`src/rtl/xbus_pkg.sv`:
```
package xbus_pkg;
    localparam int NREQ    = 3;
    localparam int REQ_SND = 0;
    localparam int REQ_PIC = 1;
    localparam int REQ_CPU = 2;
    localparam int CFG_W   = 12;

    typedef struct packed {
        logic [3:0] ram_win;
        logic [1:0] rom_map;
        logic [2:0] arb_ord;
        logic [1:0] wait_n;
        logic       clk_en;
    } xbus_cfg_t;
endpackage

```
`src/rtl/xbus_decode.sv`:
```
module xbus_decode
    import xbus_pkg::*;
#(
    parameter int ADDR_W   = 22,
    parameter int EXT_BASE = 'h4000
) (
    input  logic [ADDR_W-1:0] addr,
    input  xbus_cfg_t         cfg,
    output logic              is_ext,
    output logic              rom_hit,
    output logic              ram_hit
);
    localparam int MSB = ADDR_W - 1;
    logic ram_win_hit;
    logic rom_raw;

    always_comb begin
        is_ext = (addr >= ADDR_W'(EXT_BASE));
        ram_win_hit = cfg.ram_win[3];
        for (int i = 0; i < 8; i++) begin
            if (i <= int'(cfg.ram_win[2:0])) begin
                ram_win_hit = ram_win_hit & addr[MSB-i];
            end
        end
        ram_hit = is_ext & ram_win_hit;
        unique case (cfg.rom_map)
            2'b00:   rom_raw = 1'b1;
            2'b01:   rom_raw = ~addr[MSB];
            default: rom_raw = (addr[MSB -: 2] == 2'b00);
        endcase
        rom_hit = is_ext & rom_raw & ~ram_hit;
    end
endmodule

```
`src/rtl/xbus_arbiter.sv`:
```
module xbus_arbiter
    import xbus_pkg::*;
(
    input  logic [NREQ-1:0] req,
    input  logic [2:0]      arb_ord,
    output logic [NREQ-1:0] win
);
    logic [NREQ-1:0][1:0] order;

    always_comb begin
        if (arb_ord == 3'b111) begin
            order[0] = 2'(REQ_PIC);
            order[1] = 2'(REQ_SND);
        end else begin
            order[0] = 2'(REQ_SND);
            order[1] = 2'(REQ_PIC);
        end
        order[2] = 2'(REQ_CPU);
        win = '0;
        for (int k = NREQ - 1; k >= 0; k--) begin
            if (req[order[k]]) begin
                win = '0;
                win[order[k]] = 1'b1;
            end
        end
    end
endmodule

```
`src/rtl/xbus_ctrl.sv`:
```
module xbus_ctrl
    import xbus_pkg::*;
#(
    parameter int ADDR_W   = 22,
    parameter int EXT_BASE = 'h4000
) (
    input  logic                         clk,
    input  logic                         rst_n,
    input  logic                         cfg_we,
    input  logic [CFG_W-1:0]             cfg_wdata,
    input  logic [NREQ-1:0]              req,
    input  logic [NREQ-1:0][ADDR_W-1:0]  req_addr,
    output logic [NREQ-1:0]              gnt,
    output logic [ADDR_W-1:0]            bus_addr,
    output logic                         rom_sel,
    output logic                         ram_sel,
    output logic                         ack,
    output logic                         clk_oe
);
    typedef struct packed {
        logic              busy;
        logic [NREQ-1:0]   gnt;
        logic [ADDR_W-1:0] addr;
        logic              rom;
        logic              ram;
        logic [1:0]        cnt;
        xbus_cfg_t         cfg;
    } state_t;

    state_t st_q, st_d;

    logic [NREQ-1:0]   win;
    logic [ADDR_W-1:0] win_addr;
    logic              w_ext, w_rom, w_ram;

    xbus_arbiter u_arb (
        .req     (req),
        .arb_ord (st_q.cfg.arb_ord),
        .win     (win)
    );

    always_comb begin
        win_addr = '0;
        for (int r = 0; r < NREQ; r++) begin
            if (win[r]) win_addr = req_addr[r];
        end
    end

    xbus_decode #(.ADDR_W(ADDR_W), .EXT_BASE(EXT_BASE)) u_dec (
        .addr    (win_addr),
        .cfg     (st_q.cfg),
        .is_ext  (w_ext),
        .rom_hit (w_rom),
        .ram_hit (w_ram)
    );

    logic done;
    assign done = st_q.busy && (st_q.cnt == 2'd0);

    always_comb begin
        st_d = st_q;
        if (cfg_we) st_d.cfg = xbus_cfg_t'(cfg_wdata);
        if (st_q.busy && !done) begin
            st_d.cnt = st_q.cnt - 2'd1;
        end else if (|req) begin
            st_d.busy = 1'b1;
            st_d.gnt  = win;
            st_d.addr = win_addr;
            st_d.rom  = w_rom;
            st_d.ram  = w_ram;
            st_d.cnt  = w_ext ? st_q.cfg.wait_n : 2'd0;
        end else begin
            st_d.busy = 1'b0;
            st_d.gnt  = '0;
            st_d.addr = '0;
            st_d.rom  = 1'b0;
            st_d.ram  = 1'b0;
            st_d.cnt  = 2'd0;
        end
    end

    always_ff @(posedge clk or negedge rst_n) begin
        if (!rst_n) st_q <= '0;
        else        st_q <= st_d;
    end

    assign gnt      = st_q.gnt;
    assign bus_addr = st_q.addr;
    assign rom_sel  = st_q.rom;
    assign ram_sel  = st_q.ram;
    assign ack      = done;
    assign clk_oe   = st_q.cfg.clk_en;
endmodule

```
`config.mk`:
```
export PLATFORM = sky130hd
export DESIGN_NAME = xbus_ctrl
export DESIGN_NICKNAME = d
export VERILOG_FILES = /design/src/rtl/xbus_pkg.sv /design/src/rtl/xbus_decode.sv /design/src/rtl/xbus_arbiter.sv /design/src/rtl/xbus_ctrl.sv
export SDC_FILE = /design/constraint.sdc
export NUM_CORES = 1
export LEC_CHECK = 0
export BUFFER_PORTS_ARGS = -buffer_cell sky130_fd_sc_hd__buf_2
export CAP_MARGIN = 20
export CORE_ASPECT_RATIO = 0.5
export CORE_MARGIN = 3
export CORE_UTILIZATION = 25
export DETAILED_ROUTE_END_ITERATION = 10
export HOLD_SLACK_MARGIN = 0.1
export PLACE_DENSITY = 0.53
export SYNTH_ARGS = -nofsm -noshare
export SYNTH_HDL_FRONTEND = slang
export SYNTH_SLANG_ARGS = --single-unit
```
`constraint.sdc`:
```
create_clock -name clk -period 6.2 [get_ports clk]
set_clock_uncertainty 0.15 [all_clocks]
set_input_delay 0.93 -clock clk [delete_from_list [all_inputs] [get_ports clk]]
set_output_delay 0.93 -clock clk [all_outputs]
set_load 0.01 [all_outputs]
```
== Word level (Yosys, flattened, before mapping) ==
Cells that the tools add are included.

* Add/subtract/negate cells: 1
* Magnitude comparators: 12
* Equal/unequal tests: 2
* Multiplexer cells: 26
* Bitwise gates (word level): 13
* Reductions and logical operators: 9

{| class="wikitable"
|+ Operator list
! operator !! count
|-
| 22-bit two-way mux || 3
|-
| 30-bit two-way mux || 1
|-
| 22-bit by 15-bit greater-or-equal comparator with 1-bit output (second input constant) || 1
|-
| 3-bit less-or-equal comparator (first input constant) || 4
|-
| 3-bit two-way mux || 4
|-
| 1-bit bitwise AND || 11
|-
| 1-bit two-way mux || 11
|-
| 2-bit by 3-bit less-or-equal comparator with 1-bit output (first input constant) || 2
|-
| 2-bit logical NOT || 3
|-
| 1-bit binary-select mux with 2-bit select || 2
|-
| 1-bit demux with 2-bit select || 2
|-
| 1-bit logical AND || 4
|-
| 2-bit two-way mux || 2
|-
| 3-bit equality test (second input constant) || 1
|-
| 1-bit by 3-bit less-or-equal comparator with 1-bit output (first input constant) || 1
|-
| 1-bit by 3-bit < comparator with 1-bit output (second input constant) || 1
|-
| 2-bit by 3-bit < comparator with 1-bit output (second input constant) || 1
|-
| 3-bit OR reduction || 1
|-
| 2-bit by 1-bit equality test with 1-bit output (second input constant) || 1
|-
| 2-bit by 1-bit greater-or-equal comparator with 1-bit output (second input constant) || 1
|-
| 1-bit inverter || 2
|-
| 1-bit one-hot mux with 2 select lines || 1
|-
| 2-bit by 1-bit subtractor with 2-bit output (second input constant) || 1
|-
| 1-bit greater-or-equal comparator (second input constant) || 1
|-
| 1-bit logical NOT || 1
|}

* Register bits after elaboration: 42
* Bits of input ports: 84
* Output and inout port bits: 29
* Logic and storage cells: 74

== Depth between registers and ports, before layout ==
Gate-level depths: netlist of the first run.

* Depth in word-level cells: 31
* Mapped depth: 8
* Mapped depth without buffers: 6

== Cells and area by module ==
Synthesis of the first run repeated with hierarchy kept, for this count alone.

* Cell total of the unflattened synthesis: 248
* Area total of the unflattened synthesis: 2642.5 um^2

{| class="wikitable"
|+ By module, submodules not included
! module !! instances !! cells each !! area an instance (um^2) !! seq. area each (um^2)
|-
| xbus_ctrl || 1 || 225 || 2507.4 || 1051.0
|-
| xbus_decode || 1 || 18 || 106.4 || 0.0
|-
| xbus_arbiter || 1 || 5 || 28.8 || 0.0
|}

== Least setup slack after synthesis of the first run ==
No wires, ideal clock.

* Kind: input to register
* Start point: input req[0]
* End point: register st_q, in the netlist rom_sel
* Setup time: 122 ps
* Data arrival time: 2600 ps
* Data required time: 5928 ps
* Setup slack: 3329 ps
* Stages on the path: 8
* Path buffers: 2
* Cells stage by stage: buf_2 -> nor3b_2 -> buf_2 -> a311oi_1 -> a32oi_1 -> nand4_1 -> a2111o_1 -> a32o_1

* Cells in the longest elaborated chain, start to end: 26
* Elaborated cells between the ends (all ways): 34
* Those cells by class: 1 x order compare; 18 x mux; 13 x bitwise; 2 x reduce/logical

{| class="wikitable"
|+ Ends and longest elaborated chain
! what !! line !! source
|-
| from (decl) || xbus_ctrl.sv:11 || <nowiki>input logic [NREQ-1:0] req,</nowiki>
|-
| 1-bit binary-select mux with 2-bit select || xbus_arbiter.sv:21 || <nowiki>if (req[order[k]]) begin</nowiki>
|-
| 1-bit two-way mux (not written as such) || xbus_arbiter.sv:21 ||
|-
| 3-bit two-way mux (2 in a row) || xbus_arbiter.sv:21 ||
|-
| 22-bit two-way mux (3 in a row) || xbus_ctrl.sv:45 || <nowiki>if (win[r]) win_addr = req_addr[r];</nowiki>
|-
| 1-bit bitwise AND (2 in a row) || xbus_decode.sv:22 || <nowiki>ram_win_hit = ram_win_hit & addr[MSB-i];</nowiki>
|-
| 1-bit two-way mux || xbus_decode.sv:21 || <nowiki>if (i <= int'(cfg.ram_win[2:0])) begin</nowiki>
|-
| 1-bit bitwise AND || xbus_decode.sv:22 ||
|-
| 1-bit two-way mux || xbus_decode.sv:21 ||
|-
| (+6 left out) || - ||
|-
| 1-bit bitwise AND || xbus_decode.sv:22 ||
|-
| 1-bit two-way mux || xbus_decode.sv:21 ||
|-
| 1-bit bitwise AND || xbus_decode.sv:22 ||
|-
| 1-bit two-way mux || xbus_decode.sv:21 ||
|-
| 1-bit bitwise AND || xbus_decode.sv:25 || <nowiki>ram_hit = is_ext & ram_win_hit;</nowiki>
|-
| 1-bit inverter || xbus_decode.sv:31 || <nowiki>rom_hit = is_ext & rom_raw & ~ram_hit;</nowiki>
|-
| 1-bit bitwise AND || xbus_decode.sv:31 ||
|-
| 30-bit two-way mux * || xbus_ctrl.sv:65 || <nowiki>end else if (|req) begin</nowiki>
|-
| to (signal assigned) || xbus_ctrl.sv:84 || <nowiki>else st_q <= st_d;</nowiki>
|-
| to (decl) || xbus_ctrl.sv:30 || <nowiki>state_t st_q, st_d;</nowiki>
|}

Every way passes the cells marked *; elsewhere a longest branch is shown, timed or not. The select of a mux whose other input is x is not followed.
A chain may end at the register's enable or synchronous reset.

== Worst setup path in the final report of the first run ==
* Start point: input req[1]
* End point: register st_q, in the netlist rom_sel

The elaborated chain is that of the path after synthesis.

==> impl_metrics.json, run 1 <==
{
  "finalCriticalPeriod_ns": 3.18,
  "core.rowCount": 23,
  "yosys_warnings": 0,
  "power.density_nw_per_um2": 404,
  "grt_overflow": 0,
  "finalSetupTns_ns": 0,
  "power_frac_comb_pct": 37.1,
  "clk_pin_slew_ns": 0.06,
  "synthDistinctLibCells": 39,
  "core_um2": 8290,
  "syn_nets": 303,
  "worst_pin_slew_ns": 0.874,
  "ys_seq_area_share_pct": 47.5,
  "slowest_delay_ns": 0.61,
  "setup_viol": 0,
  "maxCapViolations": 0,
  "p_sw_share_pct": 35.2,
  "post-cts-setup-buffer-count": 0,
  "cts_tree": "built",
  "p_clk_share_pct": 25.5,
  "port-buffer-count": 112,
  "fillerInstances": 898,
  "die_h_um": 72.6,
  "slew_violations": 0,
  "async_flop_share_pct": 100,
  "cts.sinks": 42,
  "layout_setup_ws_ns": 3.02,
  "relSlewSlack_pct": 41.8,
  "grt_start_max_net_pins": 50,
  "route.detailed.wl_per_inst_um": 16.1,
  "ios": 113,
  "antenna_found_initial": 0,
  "crit_path_top_delay_cell": "or2_1",
  "yosysTopAreaCellShare_pct": 47.5,
  "die-area_um2": 10100,
  "drc": 0,
  "clockBufferDepth": 2,
  "synth_seq_cells": 42,
  "area_growth_pct": 29.5,
  "p_leak_nw": 1.34,
  "die_w_um": 139,
  "initial_core_util_pct": 26.7,
  "critPathMaxFanout": 18,
  "vias_per_cell": 4.86,
  "grtUsageTotal_pct": 13.1,
  "antenna_left": 0,
  "cp.required_ns": 6.22,
  "yosys-top-cells-area": "dfrtp_1 (47%), buf_4 (8.5%), a222oi_1 (7.7%), mux2_2 (5.6%), a21oi_1 (5.4%)",
  "status": "finished clean",
  "hold_violations": 0,
  "fin_crit_sh_pct": 51.3,
  "hold_path.class": "flip-flop to flip-flop",
  "max_freq_mhz": 315,
  "gp_congestion": 0.791,
  "drive_above_1_share_pct": 45.0,
  "path_buf_inv": 1,
  "finalNetCount": 386,
  "cts_root_buf": "clkbuf_16",
  "dpl_worst_slack_ns": 2.75,
  "rsz0062_at_grt": "false",
  "synth-main-ff-cell": "dfrtp_1",
  "fin_util_pct": 34.6,
  "start_kind": "input pin",
  "syn_area_um2": 2210,
  "synth_cells": 218,
  "crit_path_cell_trace": "buf_2 > nor2b_1 > or2_1 > a222oi_1 > o22a_1 > a2111o_1 > a32o_1",
  "synth_edf_count": 0,
  "drt-total-wl_um": 6650,
  "dr.pass1.iters": 7,
  "p_int_uw": 750,
  "worstSetupEndpointType": "flip-flop",
  "p_switching_uw": 407,
  "cts_max_level": 2,
  "grt_pass1_vias": 2090,
  "critPathTopFamily": "compound AO/OA/AOI/OAI gates",
  "arrival_ns": 3.20,
  "syn_area_per_cell_um2": 10.2,
  "place_hpwl_um": 5160,
  "ir_drop_uv": 114,
  "synth_top_area_cell": "dfrtp_1",
  "grt_pass1_wl_um": 10500,
  "critPathKind": "input pin to flip-flop",
  "num_vias": 2010,
  "clock_latency_ns": 0.29,
  "hold_buffers": 0,
  "cts_resized": 0,
  "cts_buffers": 5,
  "antenna_cells": 0,
  "power_mw": 1.16,
  "dr.first_iter.drc_count": 213,
  "power.share.sequential_pct": 37.5
}
[synth_stat cells (2+ instances only)]
cell type	n
clkbuf_1	7
inv_1	4
a21oi_1	24
o21ai_0	7
a222oi_1	17
dfrtp_1	42
and3_1	2
nand2b_1	2
buf_1	2
nor2_1	23
a22o_1	2
buf_4	25
nor2b_1	3
nand4_1	2
nand2_1	11
buf_2	3
mux2_2	11
and2_1	6
a32oi_1	5
[placed cells by master, fill, tap and decap left out, types with 2 or more instances in the layout]
| master | synthesis | routed |
|---|---|---|
| a21oi_1 | 24 | 24 |
| a222oi_1 | 17 | 17 |
| a22o_1 | 2 | 2 |
| a32oi_1 | 5 | 5 |
| and2_1 | 6 | 6 |
| and3_1 | 2 | 2 |
| buf_2 | 3 | 112 |
| clkbuf_1 | 7 | 2 |
| clkbuf_16 | 0 | 5 |
| dfrtp_1 | 42 | 42 |
| inv_1 | 4 | 4 |
| mux2_2 | 11 | 11 |
| nand2_1 | 11 | 11 |
| nand4_1 | 2 | 2 |
| nor2_1 | 23 | 23 |
| nor2b_1 | 3 | 3 |
| o21ai_0 | 7 | 7 |
[metrics by stage]
step | cells | cell area, um2 | hold slack, ns
2_1_floorplan | 218 | 2210 | 0.290
3_3_place_gp | 405 | 2680 | 0.298
3_5_place_dp | 405 | 2680 | 0.302
4_1_cts | 413 | 2840 | 0.315
5_1_grt | 414 | 2870 | 0.364
6_report | 414 | 2870 | 0.312
[final timing paths]
| kind | startpoint | to | slack, ns | depth (start not counted) |
|---|---|---|---|---|
| min | gnt[0] | gnt[0] | 0.31 | 2 |
| min in group asynchronous | rst_n | bus_addr[19] | 0.47 | 1 |
| min reg2reg | gnt[0] | gnt[0] | 0.31 | 2 |
| max | req[1] | rom_sel | 3.02 | 7 |
| max in group asynchronous | rst_n | rom_sel | 4.94 | 2 |
| max reg2reg | st_q[5] | rom_sel | 3.47 | 6 |
[final cells by class]
| class | count | area [um2] | share of cell area, % |
|---|---|---|---|
| flip-flops and latches | 42 | 1050 | 36.6 |
| multi-input cells | 134 | 903 | 31.5 |
| repair buffers | 114 | 596 | 20.8 |
| well taps | 112 | 140 | 4.89 |
| clock buffers | 7 | 133 | 4.62 |
| clock inverters | 1 | 30.0 | 1.05 |
| inverters | 4 | 15.0 | 0.524 |
[registers in the layout, summed over array words and instances (netlist names)]
| signal | flops |
|---|---|
| st_q | 14 |
| bus_addr | 22 |
| rom_sel | 1 |
| ram_sel | 1 |
| clk_oe | 1 |
| gnt | 3 |
[routing by layer]
layer  share of wire, %  vias up  GRT usage [%]  routed length, um
li1                   -      958              -                  -
met1                 44      986           16.3               2930
met2                 50       57           23.3               3340
met3                4.4        9           2.63                291
met4                1.4        0           4.01                 93
met5                  0        -              0                  0
[worst min-delay path: cells and delay by family (launching register included)]
| family | cells | cell delay [ns] |
|---|---|---|
| and+or+nand+nor | 2 | 0.09 |
| DFF | 1 | 0.34 |
[kinds of logic (layout without fill, tap and decap cells)]
group	Yosys count	count (layout)	synth area share, %
AO/OA/AOI/OAI	67	67	21.9
multiplexers	11	11	5.59
buffers and inverters	42	126	11.9
flip-flops	42	42	47.5
adder cells (fa/ha/maj)	1	1	0.565
AND/OR/NAND/NOR	55	55	12.7
[power groups by stage]
stage | Sequential [mW] | Clock (mW) | Combinational (mW)
5_1_grt | 0.448 | 0.314 | 0.491
6_report | 0.434 | 0.295 | 0.429
3_5_place_dp | 0.440 | 0 | 0.436
3_3_place_gp | 0.437 | 0 | 0.433
2_1_floorplan | 0.425 | 0 | 0.381
4_1_cts | 0.436 | 0.303 | 0.434
(Power assumes the default switching activity.)
==> run 2: changes to the inputs <==
==> constraint.sdc (replaced) <==
create_clock -name clk -period 3.2 [get_ports clk]
set_clock_uncertainty 0.15 [all_clocks]
set_input_delay 0.48 -clock clk [delete_from_list [all_inputs] [get_ports clk]]
set_output_delay 0.48 -clock clk [all_outputs]
set_load 0.01 [all_outputs]
==> impl_metrics.json, run 2 (synthesis gave the netlist of run 1 again) <==
{
  "cts_buffers": 5,
  "finalSetupTns_ns": 0,
  "critPathKind": "flip-flop to flip-flop",
  "layout_commonest_cell": "buf_2",
  "port-buffer-count": 112,
  "p_sw_share_pct": 36.3,
  "p_switching_uw": 798,
  "grt_pass1_vias": 2077,
  "initial_core_util_pct": 26.7,
  "worstSetupEndpointType": "flip-flop",
  "grt_pass1_wl_um": 10600,
  "power_frac_comb_pct": 38.6,
  "largest_register_ff_count": 22,
  "route.detailed.wl_per_inst_um": 15.9,
  "hold_violations": 0,
  "drive_above_1_share_pct": 46.4,
  "max_freq_mhz": 384,
  "clock_latency_ns": 0.29,
  "fin_util_pct": 34.6,
  "dr.first_iter.drc_count": 151,
  "fillerInstances": 848,
  "maxCapViolations": 0,
  "antenna_found_initial": 0,
  "cts_root_buf": "clkbuf_16",
  "die_w_um": 139,
  "drc": 0,
  "post-cts-setup-buffer-count": 0,
  "p_int_mw": 1.40,
  "layout_common_cells": "buf_2 (112), dfrtp_1 (42), a21oi_1 (24), nor2_1 (23), a222oi_1 (17)",
  "antenna_cells": 0,
  "p_leak_nw": 1.35,
  "relSlewSlack_pct": 37.8,
  "arrival_ns": 2.63,
  "cts_tree": "built",
  "core_um2": 8290,
  "finalNetCount": 390,
  "critPathMaxFanout": 9,
  "cts_max_level": 2,
  "ir_drop_uv": 219,
  "rsz0062_at_grt": "false",
  "p_clk_share_pct": 23.3,
  "grtUsageTotal_pct": 13.2,
  "start_kind": "flip-flop",
  "slew_violations": 0,
  "hold_buffers": 0,
  "power_mw": 2.20,
  "ios": 113,
  "grt_start_max_net_pins": 49,
  "clk_pin_slew_ns": 0.06,
  "drt-total-wl_um": 6640,
  "antenna_left": 0,
  "area_growth_pct": 29.4,
  "die-area_um2": 10100,
  "finalCriticalPeriod_ns": 2.60,
  "setup_viol": 0,
  "worst_pin_slew_ns": 0.933,
  "dr.pass1.iters": 6,
  "power.share.sequential_pct": 38.1,
  "status": "finished clean",
  "gp_congestion": 0.819,
  "vias_per_cell": 4.72,
  "grt_overflow": 0,
  "place_hpwl_um": 5230,
  "r2r.worst_path.cells": 6,
  "dpl_cell_area_um2": 2720,
  "num_vias": 1971,
  "power.density_nw_per_um2": 767,
  "fin_crit_sh_pct": 81.3,
  "cp.required_ns": 3.23,
  "cts_resized": 0,
  "clockBufferDepth": 2,
  "dpl_worst_slack_ns": 0.388,
  "core.rowCount": 23,
  "layout_setup_ws_ns": 0.597,
  "cts.sinks": 42,
  "hold_path.class": "input pin to async pin",
  "die_h_um": 72.6,
  "final_area_um2": 2870
}
==> run 2: cell count changes in the layout (fill, tap and decap cells not counted) <==
cell	delta
clkbuf_8	+1
clkbuf_1	-2
buf_4	+5
clkinv_2	+1
bufinv_16	-1
buf_16	-1
clkinvlp_4	+1
==> run 2: metal layers <==
| layer | routed length (um) | part of all wire [%] | track usage (%) |
|---|---|---|---|
| met1 | 2800 | 42 | 16.4 |
| met2 | 3390 | 51 | 23.1 |
| met3 | 392 | 5.9 | 3.42 |
| met4 | 58 | 0.87 | 3.90 |
| met5 | 0 | 0 | 0 |
==> run 2: critical path, stage by stage, from the launching register on <==
cell      delay, ns
dfrtp_1        0.41
and4_4         0.21
or2_1          0.36
a222oi_1       0.64
and4_1         0.33
a31oi_1        0.15
a32o_1         0.25
==> run 2: power by group through the flow <==
stage	clock network, mW	registers (mW)	logic (mW)
finish	0.513	0.838	0.849
global route	0.562	0.864	0.963
CTS	0.534	0.841	0.865
detailed placement	0	0.846	0.868
global placement	0	0.847	0.847
floorplan	0	0.823	0.738
==> run 2: final timing paths <==
kind	start	end	slack, ns
max	st_q[5]	rom_sel	0.60
min	rst_n	st_q[8]	0.18
max reg2reg	st_q[5]	rom_sel	0.60
min reg2reg	gnt[1]	gnt[1]	0.31
max in group asynchronous	rst_n	bus_addr[0]	2.13
min in group clk	cfg_wdata[9]	st_q[9]	0.25
==> run 2: layout make-up <==
| cell class | instances | area [um2] | area share, % |
|---|---|---|---|
| Sequential cell | 42 | 1050 | 36.7 |
| Inverter | 4 | 15.0 | 0.524 |
| Tap cell | 112 | 140 | 4.89 |
| Clock inverter | 2 | 12.5 | 0.436 |
| Clock buffer | 6 | 139 | 4.85 |
| Multi-Input combinational cell | 134 | 903 | 31.5 |
| Timing Repair Buffer | 118 | 606 | 21.1 |
==> run 2: per-stage QoR <==
stage,hold slack (ns),instances
global route,0.264,418
CTS,0.225,418
floorplan,0.0344,218
finish,0.180,418
detailed placement,0.301,410
global placement,0.297,410
==> run 3: changes to the inputs <==
==> constraint.sdc (replaced) <==
create_clock -name clk -period 2.62 [get_ports clk]
set_clock_uncertainty 0.15 [all_clocks]
set_input_delay 0.393 -clock clk [delete_from_list [all_inputs] [get_ports clk]]
set_output_delay 0.393 -clock clk [all_outputs]
set_load 0.01 [all_outputs]
==> impl_metrics.json, run 3 (synthesis gave the netlist of run 1 again) <==
{
  "dr.first_iter.drc_count": 219,
  "fin_crit_sh_pct": 93.3,
  "grt_start_max_net_pins": 43,
  "fillerInstances": 844,
  "crit_path_top_delay_cell": "a2111o_1",
  "critPathTopFamily": "compound AO/OA/AOI/OAI gates",
  "maxCapViolations": 0,
  "relSlewSlack_pct": 66.7,
  "finalSetupTns_ns": 0,
  "die_h_um": 72.6,
  "ios": 113,
  "p_sw_share_pct": 35.3,
  "hold_violations": 0,
  "critPathMaxFanout": 9,
  "die_w_um": 139,
  "r2r.worst_path.cells": 8,
  "power.share.sequential_pct": 37.0,
  "arrival_ns": 2.47,
  "p_int_mw": 1.79,
  "clock_latency_ns": 0.29,
  "slowest_delay_ns": 0.41,
  "clk_pin_slew_ns": 0.06,
  "p_switching_uw": 978,
  "p_leak_nw": 1.38,
  "cp.required_ns": 2.64,
  "timing.rr.start": "st_q[4]",
  "setup_viol": 0,
  "layout_common_cells": "buf_2 (112), dfrtp_1 (42), a21oi_1 (24), nor2_1 (23), a222oi_1 (17)",
  "path_buf_inv": 2,
  "cts_max_level": 2,
  "clockBufferDepth": 2,
  "worst_pin_slew_ns": 0.499,
  "holdPathStages": 3,
  "vias_per_cell": 4.77,
  "final_area_um2": 2940,
  "initial_core_util_pct": 26.7,
  "core.rowCount": 23,
  "min_to": "st_q[9]",
  "worst_r2r_endpoint": "rom_sel",
  "cts_tree": "built",
  "area_growth_pct": 32.7,
  "die-area_um2": 10100,
  "crit_path_cell_trace": "and4_4 > or2_1 > a222oi_1 > buf_4 > buf_4 > o22a_1 > a2111o_1 > a32o_1",
  "route.detailed.wl_per_inst_um": 15.6,
  "max_freq_mhz": 409,
  "antenna_left": 0,
  "core_um2": 8290,
  "port-buffer-count": 112,
  "ir_drop_uv": 307,
  "drive_above_1_share_pct": 46.5,
  "gp_congestion": 0.825,
  "grt.busiest_layer": "met2",
  "grt_overflow": 0,
  "grtUsageTotal_pct": 12.8,
  "hold_path.class": "input pin to flip-flop",
  "cts_root_buf": "clkbuf_16",
  "cts_buffers": 5,
  "power_frac_comb_pct": 37.5,
  "largest_register_ff_count": 22,
  "grt_pass1_vias": 2027,
  "p_clk_share_pct": 25.5,
  "met3_usage_pct": 3.03,
  "r2r_setup_slack_ns": 0.17,
  "place_hpwl_um": 5070,
  "power_mw": 2.77,
  "dpl_cell_area_um2": 2730,
  "use_met1_pct": 15.9,
  "drc": 0,
  "drt-total-wl_um": 6600,
  "grt_use_met2_pct": 22.7,
  "antenna_found_initial": 0,
  "cts.sinks": 42,
  "slew_violations": 0,
  "start_kind": "flip-flop",
  "finalNetCount": 394,
  "critPathKind": "flip-flop to flip-flop",
  "rsz0062_at_grt": "false",
  "finalCriticalPeriod_ns": 2.45,
  "layout_commonest_cell": "buf_2",
  "antenna_cells": 0,
  "hp-start": "cfg_wdata[9]",
  "power.density_nw_per_um2": 943,
  "worstSetupEndpointType": "flip-flop",
  "status": "finished clean",
  "num_vias": 2012,
  "grt_pass1_wl_um": 10400,
  "dr.pass1.iters": 6,
  "path_common_cell": "buf_4"
}
## run 3: cell count changes in the layout (fill, tap and decap cells not counted)
cell,previous run,this run
buf_12,0,2
clkinv_2,1,0
buf_4,6,7
dlygate4sd3_1,0,1
clkbuf_8,1,0
clkbuf_1,0,1
bufinv_16,0,1
## run 3: power by group through the flow
stage,logic [mW],clock network [mW],registers [mW]
after detailed placement,1.04,0,1.04
after global routing,1.16,0.761,1.06
final,1.04,0.706,1.03
after CTS,1.05,0.729,1.03
after global placement,1.03,0,1.03
after floorplan,0.901,0,1.01
## run 3: through the flow
stage          util [%]  cells  setup slack [ns]  hold WS, ns
2_1_floorplan         -    218             0.286      -0.0526
3_3_place_gp       32.9    410            0.0201        0.298
3_5_place_dp       32.9    410           -0.0703        0.312
4_1_cts            34.9    418            0.0798        0.139
5_1_grt            35.5    422            0.0672        0.159
6_report           35.5    422             0.175        0.165
## run 3: worst register-to-register path, delay by kind of cell, from the launching register on
kind            cells  cell delay, ns
compound gates      4            0.96
simple gates        2            0.56
flops               1            0.38
buf+inv             2            0.29
## run 3: layout make-up
type                       instances  area (um2)  area share (%)
multi-input combinational        134         903            30.7
sequential                        42        1050            35.8
tap                              112         140            4.77
inverter                           4        15.0           0.511
clock buffer                       6         129            4.38
clock inverter                     2        37.5            1.28
timing repair buffer             122         663            22.6
## run 3: how the worst max path moves through the flow
| stage | from | endpoint | slack [ns] | depth (start not counted) |
|---|---|---|---|---|
| floorplan | req[0] | rom_sel | 0.29 | 8 |
| global placement | req[1] | rom_sel | 0.02 | 7 |
| detailed placement | req[1] | rom_sel | -0.07 | 7 |
| CTS | st_q[5] | rom_sel | 0.08 | 6 |
| global route | st_q[3] | rom_sel | 0.07 | 8 |
| finish | st_q[4] | rom_sel | 0.17 | 8 |
## run 3: routing by layer
metal  up-vias  share of wire [%]
met3         7                5.6
met2        73                 51
met1       963                 43
li1        969                  -
met4         0               0.94
met5         -                  0
## run 3: what timing repair did
item / in CTS / in global routing
setup buffers: 0 / 2
setup endpoints to repair: 0 / 3
hold endpoints to repair: 0 / 42
hold buffers: 0 / 1
resized for setup: 0 / 0
